===== src/rtl/noise_pkg.sv =====
package noise_pkg;

    localparam int LFSR_W = 15;
    localparam int TMR_W  = 11;
    localparam int IDX_W  = 4;

    typedef enum logic {
        SEQ_LONG  = 1'b0,
        SEQ_SHORT = 1'b1
    } seq_mode_t;

    typedef struct packed {
        logic [IDX_W-1:0] rate;
        seq_mode_t        mode;
    } noise_cfg_t;

    // Reload value (period minus one) for each rate index
    function automatic logic [TMR_W-1:0] reload_of(input logic [IDX_W-1:0] idx);
        logic [TMR_W-1:0] r;
        case (idx)
            4'h0: r = 11'h001;
            4'h1: r = 11'h003;
            4'h2: r = 11'h007;
            4'h3: r = 11'h00F;
            4'h4: r = 11'h01F;
            4'h5: r = 11'h02F;
            4'h6: r = 11'h03F;
            4'h7: r = 11'h04F;
            4'h8: r = 11'h064;
            4'h9: r = 11'h07E;
            4'hA: r = 11'h0BD;
            4'hB: r = 11'h0FD;
            4'hC: r = 11'h17C;
            4'hD: r = 11'h1FB;
            4'hE: r = 11'h3F8;
            default: r = 11'h7F1;
        endcase
        return r;
    endfunction

endpackage


===== src/rtl/noise_timer.sv =====
module noise_timer
    import noise_pkg::*;
#(
    parameter int CNT_W = TMR_W,
    parameter int SEL_W = IDX_W
) (
    input  logic             clk,
    input  logic             rst,
    input  logic             tick,
    input  logic [SEL_W-1:0] rate_next,
    output logic             tc
);
    localparam logic [CNT_W-1:0] ZERO = '0;
    localparam logic [CNT_W-1:0] ONE  = {{(CNT_W-1){1'b0}}, 1'b1};

    logic [CNT_W-1:0] cnt;

    assign tc = tick && (cnt == ZERO);

    always_ff @(posedge clk) begin
        if (rst) begin
            cnt <= ZERO;
        end else if (tick) begin
            if (cnt == ZERO) cnt <= CNT_W'(reload_of(IDX_W'(rate_next)));
            else             cnt <= cnt - ONE;
        end
    end

    AST_TIMER_DECREMENT: assert property (@(posedge clk) disable iff (rst)
        (tick && cnt != ZERO) |=> (cnt == $past(cnt) - ONE));
    AST_TIMER_RELOAD: assert property (@(posedge clk) disable iff (rst)
        tc |=> (cnt == CNT_W'(reload_of(IDX_W'($past(rate_next))))));
    AST_TIMER_IDLE: assert property (@(posedge clk) disable iff (rst)
        !tick |=> $stable(cnt));

endmodule


===== src/rtl/noise_lfsr.sv =====
module noise_lfsr
    import noise_pkg::*;
#(
    parameter int W         = LFSR_W,
    parameter int LONG_TAP  = 13,
    parameter int SHORT_TAP = 8
) (
    input  logic      clk,
    input  logic      rst,
    input  logic      tc,
    input  seq_mode_t mode,
    output logic      msb
);
    localparam logic [W-1:0] SEED = {{(W-1){1'b0}}, 1'b1};

    logic [W-1:0] sr;
    logic         phase;
    logic         shift;
    logic         fb;

    assign shift = tc && phase;
    assign fb    = sr[W-1] ^ ((mode == SEQ_SHORT) ? sr[SHORT_TAP] : sr[LONG_TAP]);
    assign msb   = sr[W-1];

    always_ff @(posedge clk) begin
        if (rst) begin
            phase <= 1'b0;
        end else if (tc) begin
            phase <= ~phase;
        end
    end

    always_ff @(posedge clk) begin
        if (rst) begin
            sr <= SEED;
        end else if (shift) begin
            sr <= {sr[W-2:0], fb};
        end
    end

    AST_SEED_AFTER_RESET: assert property (@(posedge clk)
        $past(rst) |-> (sr == SEED && !phase));
    AST_PHASE_ALTERNATES: assert property (@(posedge clk) disable iff (rst)
        tc |=> (phase != $past(phase)));
    AST_LFSR_HOLD: assert property (@(posedge clk) disable iff (rst)
        !shift |=> $stable(sr));
    AST_LFSR_MOVES_UP: assert property (@(posedge clk) disable iff (rst)
        shift |=> (sr[W-1:1] == $past(sr[W-2:0])));
    AST_LFSR_NONZERO: assert property (@(posedge clk) disable iff (rst)
        sr != '0);

endmodule


===== src/rtl/noise_gen.sv =====
module noise_gen
    import noise_pkg::*;
#(
    parameter int SR_W      = LFSR_W,
    parameter int LONG_TAP  = 13,
    parameter int SHORT_TAP = 8
) (
    input  logic       clk,
    input  logic       rst,
    input  logic       cpu_en,
    input  logic       wr_en,
    input  logic [3:0] wr_rate,
    input  logic       wr_mode,
    output logic       noise_out
);
    localparam noise_cfg_t CFG_RST = '{rate: '0, mode: SEQ_LONG};

    noise_cfg_t pend_cfg;
    seq_mode_t  act_mode;
    logic       tc;
    logic       msb;

    always_ff @(posedge clk) begin
        if (rst) begin
            pend_cfg <= CFG_RST;
        end else if (wr_en) begin
            pend_cfg <= '{rate: IDX_W'(wr_rate), mode: seq_mode_t'(wr_mode)};
        end
    end

    always_ff @(posedge clk) begin
        if (rst) begin
            act_mode <= SEQ_LONG;
        end else if (tc) begin
            act_mode <= pend_cfg.mode;
        end
    end

    noise_timer #(.CNT_W(TMR_W), .SEL_W(IDX_W)) u_timer (
        .clk       (clk),
        .rst       (rst),
        .tick      (cpu_en),
        .rate_next (pend_cfg.rate),
        .tc        (tc)
    );

    noise_lfsr #(.W(SR_W), .LONG_TAP(LONG_TAP), .SHORT_TAP(SHORT_TAP)) u_lfsr (
        .clk  (clk),
        .rst  (rst),
        .tc   (tc),
        .mode (act_mode),
        .msb  (msb)
    );

    assign noise_out = ~msb;

    AST_MODE_AT_RELOAD: assert property (@(posedge clk) disable iff (rst)
        !tc |=> $stable(act_mode));
    AST_OUT_FROZEN: assert property (@(posedge clk) disable iff (rst)
        !cpu_en |=> $stable(noise_out));

endmodule


===== config.mk =====
export PLATFORM = sky130hd
export DESIGN_NAME = noise_gen
export DESIGN_NICKNAME = d
export VERILOG_FILES = /design/src/rtl/noise_pkg.sv /design/src/rtl/noise_timer.sv /design/src/rtl/noise_lfsr.sv /design/src/rtl/noise_gen.sv
export SDC_FILE = /design/constraint.sdc
export NUM_CORES = 1
export LEC_CHECK = 0
export ABC_AREA = 1
export BUFFER_PORTS_ARGS = -buffer_cell sky130_fd_sc_hd__buf_2
export CAP_MARGIN = 20
export CORE_ASPECT_RATIO = 0.5
export CORE_MARGIN = 2
export CORE_UTILIZATION = 50
export DETAILED_ROUTE_END_ITERATION = 16
export GPL_TIMING_DRIVEN = 0
export PLACE_DENSITY = 0.67
export SETUP_SLACK_MARGIN = 0.2
export SKIP_CTS_REPAIR_TIMING = 1
export SLEW_MARGIN = 20
export SYNTH_ARGS = -nofsm -noshare
export SYNTH_HDL_FRONTEND = slang
export SYNTH_SLANG_ARGS = --single-unit

===== constraint.sdc =====
create_clock -name clk -period 4.1 [get_ports clk]
set_input_delay 0.41 -clock clk [delete_from_list [all_inputs] [get_ports clk]]
set_output_delay 0.41 -clock clk [all_outputs]
set_load 0.05 [all_outputs]

# After elaboration in Yosys (flattened, before gate mapping)

Memories as Yosys holds them, arrays and structs flattened. A register that Yosys moved wholly into a read port is not among the register bits.
Index checks and enable logic that the tools add are counted.

Word-level logic and storage cells: 18
Flip-flop bits (word level): 33
Output and inout bits: 1
Memories kept: 1
Bits in read-only memories: 176

Memory list:

| memory           | depth | bits a word | read ports | clocked after Yosys merged registers in | write ports | line            | source |
|---|---|---|---|---|---|---|---|
| (name not given) | 16    | 11          | 1          | 1                                       | 0           | noise_pkg.sv:20 | `case (idx)` |

Bitwise logic cells: 3
Reductions and logical operators: 3
Mux-type cells: 4
Add/subtract/negate cells: 1

Operators with widths:

| operator              | count |
|---|---|
| $logic_not 11->1      | 1 |
| $mux 11               | 1 |
| $sub 11x1->11 const B | 1 |
| $mux 4                | 2 |
| $logic_and 1x1->1     | 2 |
| $not 1->1             | 2 |
| $mux 1                | 1 |
| $xor 1x1->1           | 1 |

# Longest topological paths before layout

Depth in word-level cells: 3
Gate-level depth with buffers: 10

# Cells and area by module

A second synthesis with hierarchy kept.

Cells, all modules: 285
Area, all modules: 1,976.9 µm²

By module, submodules not included:

| module      | cells an instance | seq. area each (µm²) | times used | area each (µm²) |
|---|---|---|---|---|
| noise_timer | 170               | 220.2                | 1          | 1,044.8 |
| noise_lfsr  | 76                | 320.3                | 1          | 680.7 |
| noise_gen   | 39                | 120.1                | 1          | 251.5 |

# Least setup slack after synthesis

Ideal clock, no wire load.

Path type: input-to-reg
Start: input wr_en
End: register with a tool-made name
Required time: 4.040 ns
Stages on the path: 8
Setup time: 0.060 ns
Arrival time: 1.543 ns
Setup slack: 2.498 ns
Cell sequence: inv_1 nor2_1 nor3_1 inv_1 ha_1 a21oi_1 nand2_1 nand2_1

RTL lines:

| element     | line            | source |
|---|---|---|
| from (decl) | noise_gen.sv:11 | `input logic wr_en,` |

# Final worst setup path

Start: register u_timer.cnt[0]
End: register u_lfsr.sr[8]

Longest elaborated chain between the ends: 3

Ends and longest elaborated chain:

| element                | line              | source |
|---|---|---|
| from (decl)            | noise_timer.sv:16 | `logic [CNT_W-1:0] cnt;` |
| from (signal assigned) | noise_timer.sv:24 | `if (cnt == ZERO) cnt <= CNT_W'(reload_of(IDX_W'(rate_next)));` |
| from (signal assigned) | noise_timer.sv:25 | `else cnt <= cnt - ONE;` |
| $logic_not 11->1       | noise_timer.sv:18 | `assign tc = tick && (cnt == ZERO);` |
| $logic_and 1x1->1      | noise_timer.sv:18 |  |
| $logic_and 1x1->1      | noise_lfsr.sv:21  | `assign shift = tc && phase;` |
| to (signal assigned)   | noise_lfsr.sv:37  | `sr <= {sr[W-2:0], fb};` |
| to (decl)              | noise_lfsr.sv:16  | `logic [W-1:0] sr;` |

No other way between the ends.
A chain may end at the register's enable or synchronous reset.

==> results.py <==
metrics = {
    "synthesis": {
        "syn_inst": 298,
        "synth_area_um2": 2120,
        "synth_compound_area_frac": 0.1004,
        "yosys-mux-area-fraction": 0,
        "yosysWarnings": 0,
        "yosys.area_share.simple": 0.3383,
        "synth_top_family_by_area": "simple AND/OR/NAND/NOR gates",
        "synth-xor-area-share": 0.004132,
        "syn_nets": 315,
        "ys_ff_latch": 44,
        "netlist.area_leader.share": 0.4156,
        "synth_top_area_cell": "dfxtp_1",
        "synth_fa_ha_area_frac": 0.04723,
        "synth_seq_area_share": 0.4156,
        "synth_area_per_cell_um2": 7.113,
        "post_synth_main_area_contributors": "dfxtp_1, nand2_1, nor2_1",
        "ys_types": 26,
    },
    "routing": {
        "vias": 1785,
        "wl_um": 4083,
        "ant_nets": 0,
        "routed_via_density": 4.851,
        "drcViolationCount": 0,
        "drt_iter0_drc": 49,
        "first_pass_iters": 4,
        "avgRoutedWirePerCell_um": 11.10,
    },
    "global_routing": {
        "first_global_vias": 1593,
        "grt_max_degree": 16,
        "grt_pass1_wl_um": 7258,
        "grt_overflow_total": 0,
        "track_usage": 0.1972,
        "antenna_found_initial": 0,
    },
    "job": {
        "cap_violations": 0,
    },
    "sta": {
        "maxSlewViolCount": 0,
        "worst_pin_slew_ps": 539.9,
        "tns_ps": 0,
        "slew_headroom": 0.6401,
        "fmax_mhz": 589.5,
        "period_share": 0.4138,
        "layout_min_cycle_time_ps": 1696,
        "final-setup-viol-count": 0,
        "clock_skew_ps": 7.256,
        "rsz0062_at_grt": "no",
        "final-hold-violation-count": 0,
    },
    "final_layout": {
        "finalNetCount": 330,
        "n_antenna_cell": 0,
        "final_cell_mix": "nand2_1, nor2_1, dfxtp_1",
        "fillers": 392,
        "final_common_cell": "nand2_1",
        "multiInputGateArea_um2": 1039,
        "area.sequential_um2": 880.8,
        "area_growth_pct": 9.327,
        "drive_gt1_frac": 0.1115,
    },
    "clocking": {
        "clk_pin_slew_ps": 90,
        "cts_buffers": 5,
        "clk_latency_ps": 300,
        "htree_levels": 2,
        "cts_max_path_buffers": 2,
        "cts_sinks": 44,
        "cts_tree": "done",
        "clockRootBuffer": "clkbuf_8",
    },
    "power_and_ir_drop": {
        "leakage_nw": 1.141,
        "pwr_density_cell_nw_per_um2": 610.9,
        "p_total_w": 0.001416,
        "vdd_drop_max_uv": 256.0,
    },
    "placed_design": {
        "dp_hpwl_um": 2957,
        "routabilityCongestion": 0.8952,
        "io_buffers": 8,
    },
    "worst_setup_path": {
        "end_kind": "register",
        "critPathKind": "reg -> reg",
        "start_kind": "register",
        "critPathArrivalTime_ps": 1890,
        "crit_required_ps": 4300,
        "worstPathMaxFanout": 10,
    },
    "floorplanning": {
        "fp.dieH_um": 50.04,
        "dieArea_um2": 4808,
        "initial_utilization": 0.5320,
        "core_um2": 3984,
        "num_io_pins": 10,
        "dieWidth_um": 96.08,
        "std_cell_rows": 16,
    },
    "min_path": {
        "hold_path.class": "in -> reg",
    },
    "status": {
        "status": "finished, final reports clean",
    },
}
[path summary, 6_finish.rpt]
| kind | from | to | slack [ps] | cells past startpoint |
|---|---|---|---|---|
| max | u_timer.cnt[0] | u_lfsr.sr[8] | 2400 | 8 |
| min | wr_mode | pend_cfg[0] | 350 | 3 |
| min reg2reg | register | u_timer.cnt[4] | 480 | 2 |
| max reg2reg | u_timer.cnt[0] | u_lfsr.sr[8] | 2400 | 8 |
[synthesized netlist by cell type (all sizes together)]
cell type / n
nand2: 67
nand3: 20
a31oi: 2
clkbuf: 3
nor2: 61
ha: 8
inv: 42
o21ai: 24
a21oi: 13
nor3: 6
xor2: 1
buf: 4
dfxtp: 44
nand3b: 2
a211oi: 1
[cell type report]
cell class / count / share of cell area
inverter: 42 / 0.06803
tap: 54 / 0.02916
multi-input combinational: 205 / 0.4482
buffer: 7 / 0.01836
clock buffer: 5 / 0.02970
timing repair buffer: 8 / 0.01728
clock inverter: 3 / 0.009179
sequential: 44 / 0.3801
[routing by layer]
layer	part of all wire	global-route usage	up-vias
met3	0.034	0.05046	4
met5	0	0	-
met2	0.44	0.3113	27
li1	-	-	958
met4	0.0032	0.04286	0
met1	0.53	0.2718	796
[cell families (layout without fill, tap and decap cells)]
family                     count (synthesis)  after routing
adders and majority gates                  8              8
and+or+nand+nor                          156            156
DFF                                       44             44
AOI/OAI and AO/OA                         40             40
xor gates and xnor gates                   1              1
buffers and inverters                     49             65
[worst max-delay path, stage by stage, from the launching register on]
cell     delay [ps]
dfxtp_1         320
inv_1           120
ha_1            210
nand3_2         120
nor3_4          330
nand3_4         180
buf_6           190
nor2_1           90
nor2_1           50
[through the flow]
stage | cells | worst slack [ps] | cell area, um2 | utilization | hold WS [ps]
3_3_place_gp | 360 | 2151 | 2227 | 0.5590 | 454.4
5_1_grt | 368 | 2239 | 2317 | 0.5817 | 372.8
6_report | 368 | 2404 | 2317 | 0.5817 | 346.9
2_1_floorplan | 298 | 2498 | 2120 | - | 443.7
3_5_place_dp | 360 | 2106 | 2227 | 0.5590 | 459.2
4_1_cts | 368 | 2390 | 2317 | 0.5817 | 350.1
[where the power goes]
group / internal (W) / switching, W / total (W)
Clock: 0.000121 / 0.000159 / 0.000280
Combinational: 0.000200 / 0.000385 / 0.000585
Sequential: 0.000494 / 0.0000565 / 0.000550
Total: 0.000815 / 0.000601 / 0.00142
(Power assumes the default switching activity.)
